`config.mk`:
```
export PLATFORM = sky130hd
export DESIGN_NAME = coarse_delay
export DESIGN_NICKNAME = d
export VERILOG_FILES = /design/src/rtl/coarse_delay.sv
export SDC_FILE = /design/constraint.sdc
export NUM_CORES = 1
export LEC_CHECK = 0
export ABC_AREA = 1
export CAP_MARGIN = 20
export CORE_MARGIN = 2
export CORE_UTILIZATION = 25
export CTS_BUF_LIST = sky130_fd_sc_hd__clkbuf_4 sky130_fd_sc_hd__clkbuf_8 sky130_fd_sc_hd__clkbuf_16
export DETAILED_ROUTE_END_ITERATION = 7
export DONT_BUFFER_PORTS = 1
export SLEW_MARGIN = 20
export SYNTH_ARGS = -nofsm -noshare
export SYNTH_HDL_FRONTEND = slang
export SYNTH_SLANG_ARGS = --single-unit
```
`constraint.sdc`:
```
create_clock -name clk -period 1.51 [get_ports clk]
set_input_delay 0.151 -clock clk [delete_from_list [all_inputs] [get_ports clk]]
set_output_delay 0.151 -clock clk [all_outputs]
set_load 0.05 [all_outputs]
```
`src/rtl/coarse_delay.sv`:
```
module coarse_delay #(
  parameter int W  = 24,
  parameter int PW = 4
) (
  input  logic         clk,
  input  logic         rst_n,
  input  logic         load,
  input  logic [W-1:0] delay_val,
  input  logic         count_en,
  output logic         done,
  output logic         busy
);
  localparam int HW = W - PW;

  logic [PW-1:0] lo;
  logic [HW-1:0] hi;
  logic          armed;

  wire           tick   = load | (count_en & armed);
  wire           lo_tc  = &lo;
  wire           hi_tc  = &hi;
  wire           full   = lo_tc & hi_tc;
  wire           zero   = ~|{hi, lo};
  wire [W-1:0]   preset = ~delay_val + 1'b1;

  always_ff @(posedge clk) begin
    if (!rst_n) begin
      lo    <= '0;
      hi    <= '0;
      armed <= 1'b0;
      done  <= 1'b0;
      busy  <= 1'b0;
    end else if (tick) begin
      if (load) begin
        {hi, lo} <= preset;
        armed    <= 1'b1;
        done     <= 1'b0;
        busy     <= 1'b0;
      end else if (full || zero) begin
        armed <= 1'b0;
        done  <= 1'b1;
        busy  <= 1'b0;
      end else begin
        lo   <= lo + 1'b1;
        if (lo_tc) hi <= hi + 1'b1;
        busy <= 1'b1;
        done <= 1'b0;
      end
    end else begin
      done <= 1'b0;
    end
  end

  p_done_one_cycle_r8: assert property (@(posedge clk) disable iff (!rst_n)
    done |=> !done);
  p_busy_done_excl_r6: assert property (@(posedge clk) disable iff (!rst_n)
    busy |-> !done);
  p_load_clears_r4: assert property (@(posedge clk) disable iff (!rst_n)
    load |=> (!done && !busy));
  p_idle_no_done_r3: assert property (@(posedge clk) disable iff (!rst_n)
    (!load && !count_en) |=> !done);
  p_disarmed_quiet_r7: assert property (@(posedge clk) disable iff (!rst_n)
    (!armed && !load) |=> (!done && !busy));
endmodule

```
==> results of run 1 <==
==> through the flow <==
stage               cell area [µm²]  instances  setup TNS [ns]  utilization (%)  setup WS (ns)
floorplan                      2725        488        -0.03786                -      -0.004569
global placement               3063        639          -1.284            29.54       -0.08582
detailed placement             3063        639          -1.904            29.54        -0.1331
CTS                            3269        652          -1.042            31.53       -0.09918
global route                   3420        655          -3.843            32.98        -0.1872
finish                         3420        655          -1.416            32.98       -0.09295
==> final timing paths <==
check        startpoint     end  slack [ns]  cells after the start
min               rst_n  hi[17]       -0.02                      2
max reg2reg       hi[0]   hi[0]       -0.09                     13
max               hi[0]   hi[0]       -0.09                     13
min reg2reg       armed   armed        0.47                      2
==> registers in the layout, indices dropped and copies added, names as in the netlist <==
name	cells
armed	1
busy	1
done	1
hi	20
lo	4
==> synthesized netlist by cell type, drive strengths merged (5+ instances only) <==
| master | instances |
|---|---|
| nand2 | 149 |
| nor2 | 116 |
| nand3 | 67 |
| inv | 53 |
| dfxtp | 27 |
| o21ai | 23 |
| nand4 | 10 |
| buf | 7 |
| clkbuf | 7 |
| a21oi | 6 |
| xor2 | 6 |
| ha | 5 |
==> metal layers <==
layer,vias to the layer above,global-route usage [%]
li1,1609,-
met1,1429,19.57
met2,64,25.65
met3,8,1.695
met4,0,3.205
met5,-,0
==> repair_timing <==
action	CTS	global route
hold endpoints to repair	22	15
cloned	3	0
setup buffers	4	3
gates resized for setup	25	38
endpoints found under the setup margin	23	25
pin swaps	7	5
==> cell families after synthesis <==
logic type,synth area share [%]
AOI/OAI and AO/OA,5.838
xor gates and xnor gates,2.943
adders and majority gates,2.335
buffers and inverters,10.56
DFF,20.18
and+or+nand+nor,58.15
==> power by group <==
part / internal (mW) / leakage [nW] / switching [mW]
combinational: 0.237 / 1.30 / 0.330
clock: 0.208 / 0.0262 / 0.243
sequential: 0.772 / 0.228 / 0.0703
total: 1.22 / 1.56 / 0.643
==> layout make-up <==
type	instances	area share, %
flip-flops and latches	27	16.28
inverters	54	6.293
repair buffers	38	9.733
multi-input cells	396	61.29
well taps	136	4.976
clock buffers	4	1.427
==> results.py, run 1 <==
metrics = {
    "critical_path": {
        "cp_num_buf_inv": 4,
        "critPathMaxFanout": 11,
        "cp.arrival_ns": 1.78,
        "path_cells": "inv_4, ha_4, nand2_2, inv_2, nand2_1, nor2_1, nand3_2, buf_6, nand4_4, buf_12, nand2_4, nor2_1, nor2_1",
        "required_ns": 1.69,
        "critPathKind": "reg2reg",
        "crit_top_cell": "nor2_1",
        "startpoint_type": "flop",
        "endpoint_kind": "flop",
        "slowest_stage": "dfxtp_4",
        "cpLargestDelayFamily": "simple AND/OR/NAND/NOR gates",
        "slowest_delay_ns": 0.38,
    },
    "yosys": {
        "synth_edf_count": 0,
        "yosys-top-cells-area": "nand2_1, dfxtp_1, nor2_1, nand3_1, inv_1",
        "synth-async-reset-ratio_pct": 0,
        "synthDistinctLibCells": 32,
        "ys_warn_count": 0,
        "synth_area_leader_cell": "nand2_1",
        "syn_area_um2": 2679,
        "syn_inst": 488,
        "synth_area_per_cell_um2": 5.489,
        "syn-num-nets": 521,
        "synth_top_area_share_pct": 20.32,
        "yosysSeqAreaShare_pct": 20.18,
        "synth_flop_cell": "dfxtp_1",
        "ys_seq_elements": 27,
    },
    "detailed_routing": {
        "drc": 0,
        "first_pass_iters": 5,
        "wl_met2_mm": 4.109,
        "drtIter0Drc": 170,
        "via_per_inst": 4.748,
        "drt_wl_total_mm": 8.288,
        "wl_met1_mm": 3.670,
        "wl_per_cell_um": 12.65,
        "dr.max_layer_used": "met4",
        "via_count": 3110,
        "ant_nets": 0,
        "wl_met3_um": 395,
    },
    "timing": {
        "final_max_slew_viol_count": 0,
        "fmax_mhz": 623.8,
        "whs_ns": -0.01698,
        "rsz0062_at_grt": "true",
        "setup_viol": 21,
        "worst_pin_slew_ns": 0.5581,
        "fin_ws_ns": -0.09295,
        "relSlewSlack_pct": 62.70,
        "skew_ns": 0.009121,
        "period_share_pct": 106.2,
        "hold_viol_final": 8,
        "fin_crit_ns": 1.603,
    },
    "global_routing": {
        "grtUsageTotal_pct": 14.77,
        "grt_first_pass_wirelength_mm": 13.93,
        "antenna_found_initial": 0,
        "grt_overflow": 0,
        "grt_pass1_vias": 2959,
        "grt_max_degree": 29,
    },
    "floorplanning": {
        "rows": 37,
        "ioPinCount": 30,
        "dieArea_um2": 11560,
        "core_area_um2": 10370,
        "initial_core_util_pct": 25.83,
        "dieWidth_um": 107.5,
        "die_h_um": 107.5,
    },
    "finish": {
        "final_net_count": 553,
        "diodes": 0,
        "layout_commonest_cell": "nand2_1",
        "syn_to_final_growth_pct": 27.65,
        "ff_latch_area_um2": 556.8,
        "fillers": 1162,
        "final_cell_mix": "nand2_1, nor2_1, nand3_1",
        "drive_gt1_share_pct": 22.93,
        "multi_input_area_um2": 2096,
    },
    "cts": {
        "cts_hold_buf": 3,
        "tritoncts": "yes",
        "cts_root_buf": "clkbuf_8",
        "clkTransAtPathRegs_ns": 0.10,
        "clock-sinks": 27,
        "htree_levels": 1,
        "clk_path_buf_depth": 2,
        "numCtsBuffers": 3,
        "clk_latency_ns": 0.28,
    },
    "power": {
        "p_total_mw": 1.860,
        "vdd_drop_max_uv": 371.6,
        "power_density_nw_per_um2": 543.9,
        "power.leakage_nw": 1.557,
    },
    "place": {
        "dp_hpwl_mm": 6.108,
        "port_buffers": 0,
        "gp_congestion": 0.8419,
    },
    "min_path": {
        "hp-class": "in2reg",
    },
    "job": {
        "maxCapViolations": 0,
    },
    "run_status": {
        "violations": "negative hold slack, negative setup slack",
        "status": "finished with violations",
    },
}
No activity file was read; power rests on OpenSTA's default activity.
==> inputs of run 2 (changes only) <==
--- a/config.mk
+++ b/config.mk
@@ -14,2 +14,3 @@
 export DONT_BUFFER_PORTS = 1
+export RECOVER_POWER = 25
 export SLEW_MARGIN = 20
--- a/constraint.sdc
+++ b/constraint.sdc
@@ -3,2 +3,2 @@
 set_output_delay 0.151 -clock clk [all_outputs]
-set_load 0.05 [all_outputs]
+set_load 0.02 [all_outputs]
==> results.py, run 2 (synthesized netlist as in run 1, its figures left out) <==
metrics = {
    "critical_path": {
        "r2r_cells": 12,
        "critPathMaxFanout": 7,
        "endpoint_kind": "flop",
        "startpoint_type": "flop",
        "cp.arrival_ns": 1.80,
        "required_ns": 1.73,
        "critPathKind": "reg2reg",
    },
    "timing": {
        "relSlewSlack_pct": 70.52,
        "tns_ns": -1.060,
        "rsz0062_at_grt": "true",
        "worst_pin_slew_ns": 0.4407,
        "fin_crit_ns": 1.582,
        "period_share_pct": 104.8,
        "whs_ns": -0.01184,
        "fin_ws_ns": -0.07194,
        "final_max_slew_viol_count": 0,
        "hold_viol_final": 6,
        "fmax_mhz": 632.1,
        "skew_ns": 0.003762,
        "setup_viol": 23,
    },
    "finish": {
        "top_register": "hi",
        "syn_to_final_growth_pct": 24.47,
        "top_regs": "hi (20), lo (4)",
        "diodes": 0,
        "ff_latch_area_um2": 558.0,
        "largest_reg_flops": 20,
        "layout_commonest_cell": "nand2_1",
        "final_cell_mix": "nand2_1, nor2_1, nand3_1",
        "multi_input_area_um2": 2081,
        "final_net_count": 548,
        "fillers": 1151,
        "drive_gt1_share_pct": 21.60,
    },
    "cts": {
        "clkTransAtPathRegs_ns": 0.10,
        "clock-sinks": 27,
        "clk_latency_ns": 0.28,
        "htree_levels": 1,
        "cts_root_buf": "clkbuf_8",
        "numCtsBuffers": 3,
        "tritoncts": "yes",
        "cts_hold_buf": 3,
        "clk_path_buf_depth": 2,
    },
    "run_status": {
        "violations": "negative hold slack, negative setup slack",
        "status": "finished with violations",
    },
    "power": {
        "swShare_pct": 35.12,
        "vdd_drop_max_uv": 427.0,
        "switching_power_mw": 0.6550,
        "internal_power_mw": 1.210,
        "power.leakage_nw": 1.499,
        "p_total_mw": 1.865,
        "power_density_nw_per_um2": 559.4,
        "pwr-share-seq_pct": 45.3,
        "comb_power_share_pct": 30.3,
        "p_clk_share_pct": 24.5,
    },
    "floorplanning": {
        "core_area_um2": 10370,
        "dieArea_um2": 11560,
        "die_h_um": 107.5,
        "dieWidth_um": 107.5,
        "rows": 37,
        "initial_core_util_pct": 25.83,
        "ioPinCount": 30,
    },
    "place": {
        "gp_congestion": 0.8622,
        "port_buffers": 0,
        "dp_hpwl_mm": 6.293,
        "pre_cts_ws_ns": -0.1334,
    },
    "detailed_routing": {
        "drtIter0Drc": 160,
        "via_per_inst": 4.732,
        "drc": 0,
        "via_count": 3076,
        "ant_nets": 0,
        "wl_per_cell_um": 13.00,
        "first_pass_iters": 4,
        "drt_wl_total_mm": 8.451,
    },
    "global_routing": {
        "grt_overflow": 0,
        "grt_first_pass_wirelength_mm": 14.21,
        "grtUsageTotal_pct": 15.00,
        "antenna_found_initial": 0,
        "grt_pass1_vias": 3005,
        "grt_max_degree": 28,
    },
    "min_path": {
        "hp-class": "in2reg",
        "holdPathStages": 2,
    },
    "job": {
        "maxCapViolations": 0,
    },
}
==> run 2: changes by cell type in the layout (fill, tap and decap cells not counted), moves of 3 or more <==
cell | before | now
nor2_1 | 87 | 80
nand2_1 | 138 | 142
nand3_1 | 53 | 59
nand3_2 | 11 | 6
o21ai_1 | 7 | 4
nand2_2 | 7 | 4
o21ai_0 | 16 | 19
nor2_2 | 21 | 27
buf_4 | 30 | 27
==> run 2: through the flow <==
step	cell area (µm²)	utilization (%)	instances
2_1_floorplan	2725	-	488
3_3_place_gp	3043	29.34	638
3_5_place_dp	3043	29.34	638
4_1_cts	3266	31.49	649
5_1_grt	3334	32.15	650
6_report	3334	32.15	650
==> run 2: power groups by stage <==
stage	combinational (mW)	clock [mW]	sequential [mW]
after floorplan	0.371	0	0.840
after global placement	0.467	0	0.852
after detailed placement	0.478	0	0.854
after CTS	0.542	0.468	0.840
after global routing	0.640	0.506	0.855
final	0.564	0.457	0.844
==> run 2: layout make-up <==
class,instances,share of cell area [%]
Clock buffer,4,1.463
Inverter,54,6.379
Multi-Input combinational cell,397,62.40
Sequential cell,27,16.74
Tap cell,136,5.103
Timing Repair Buffer,32,7.917
==> run 2: worst max-delay path: stages, from the launching register on <==
cell,delay (ns)
dfxtp_4,0.38
inv_4,0.06
ha_4,0.13
nand2_2,0.05
inv_2,0.05
nand2_1,0.04
nor2_1,0.11
nand3_2,0.15
nand3_4,0.13
nand2_8,0.13
nand2_8,0.15
nor2_2,0.04
nor2_1,0.09
==> run 2: routing by layer <==
metal	track usage, %	vias to the layer above	share of wire (%)
met5	0	-	0
met4	3.755	0	1.0
met3	2.542	8	4.3
met2	26.50	63	49
met1	18.80	1412	46
li1	-	1593	-
==> run 2: worst paths after layout <==
check | startpoint | endpoint | slack (ns)
worst min register to register | armed | armed | 0.48
worst max register to register | hi[1] | hi[18] | -0.07
worst max-delay path | hi[1] | hi[18] | -0.07
worst min-delay path | rst_n | hi[16] | -0.01
==> run 2: repair_timing <==
| item | CTS | global route |
|---|---|---|
| cloned | 4 | 0 |
| buffers inserted | 0 | 1 |
| endpoints found under the hold margin | 22 | 18 |
| resized for setup | 29 | 24 |
| setup endpoints to repair | 23 | 25 |
| pin swaps | 26 | 7 |
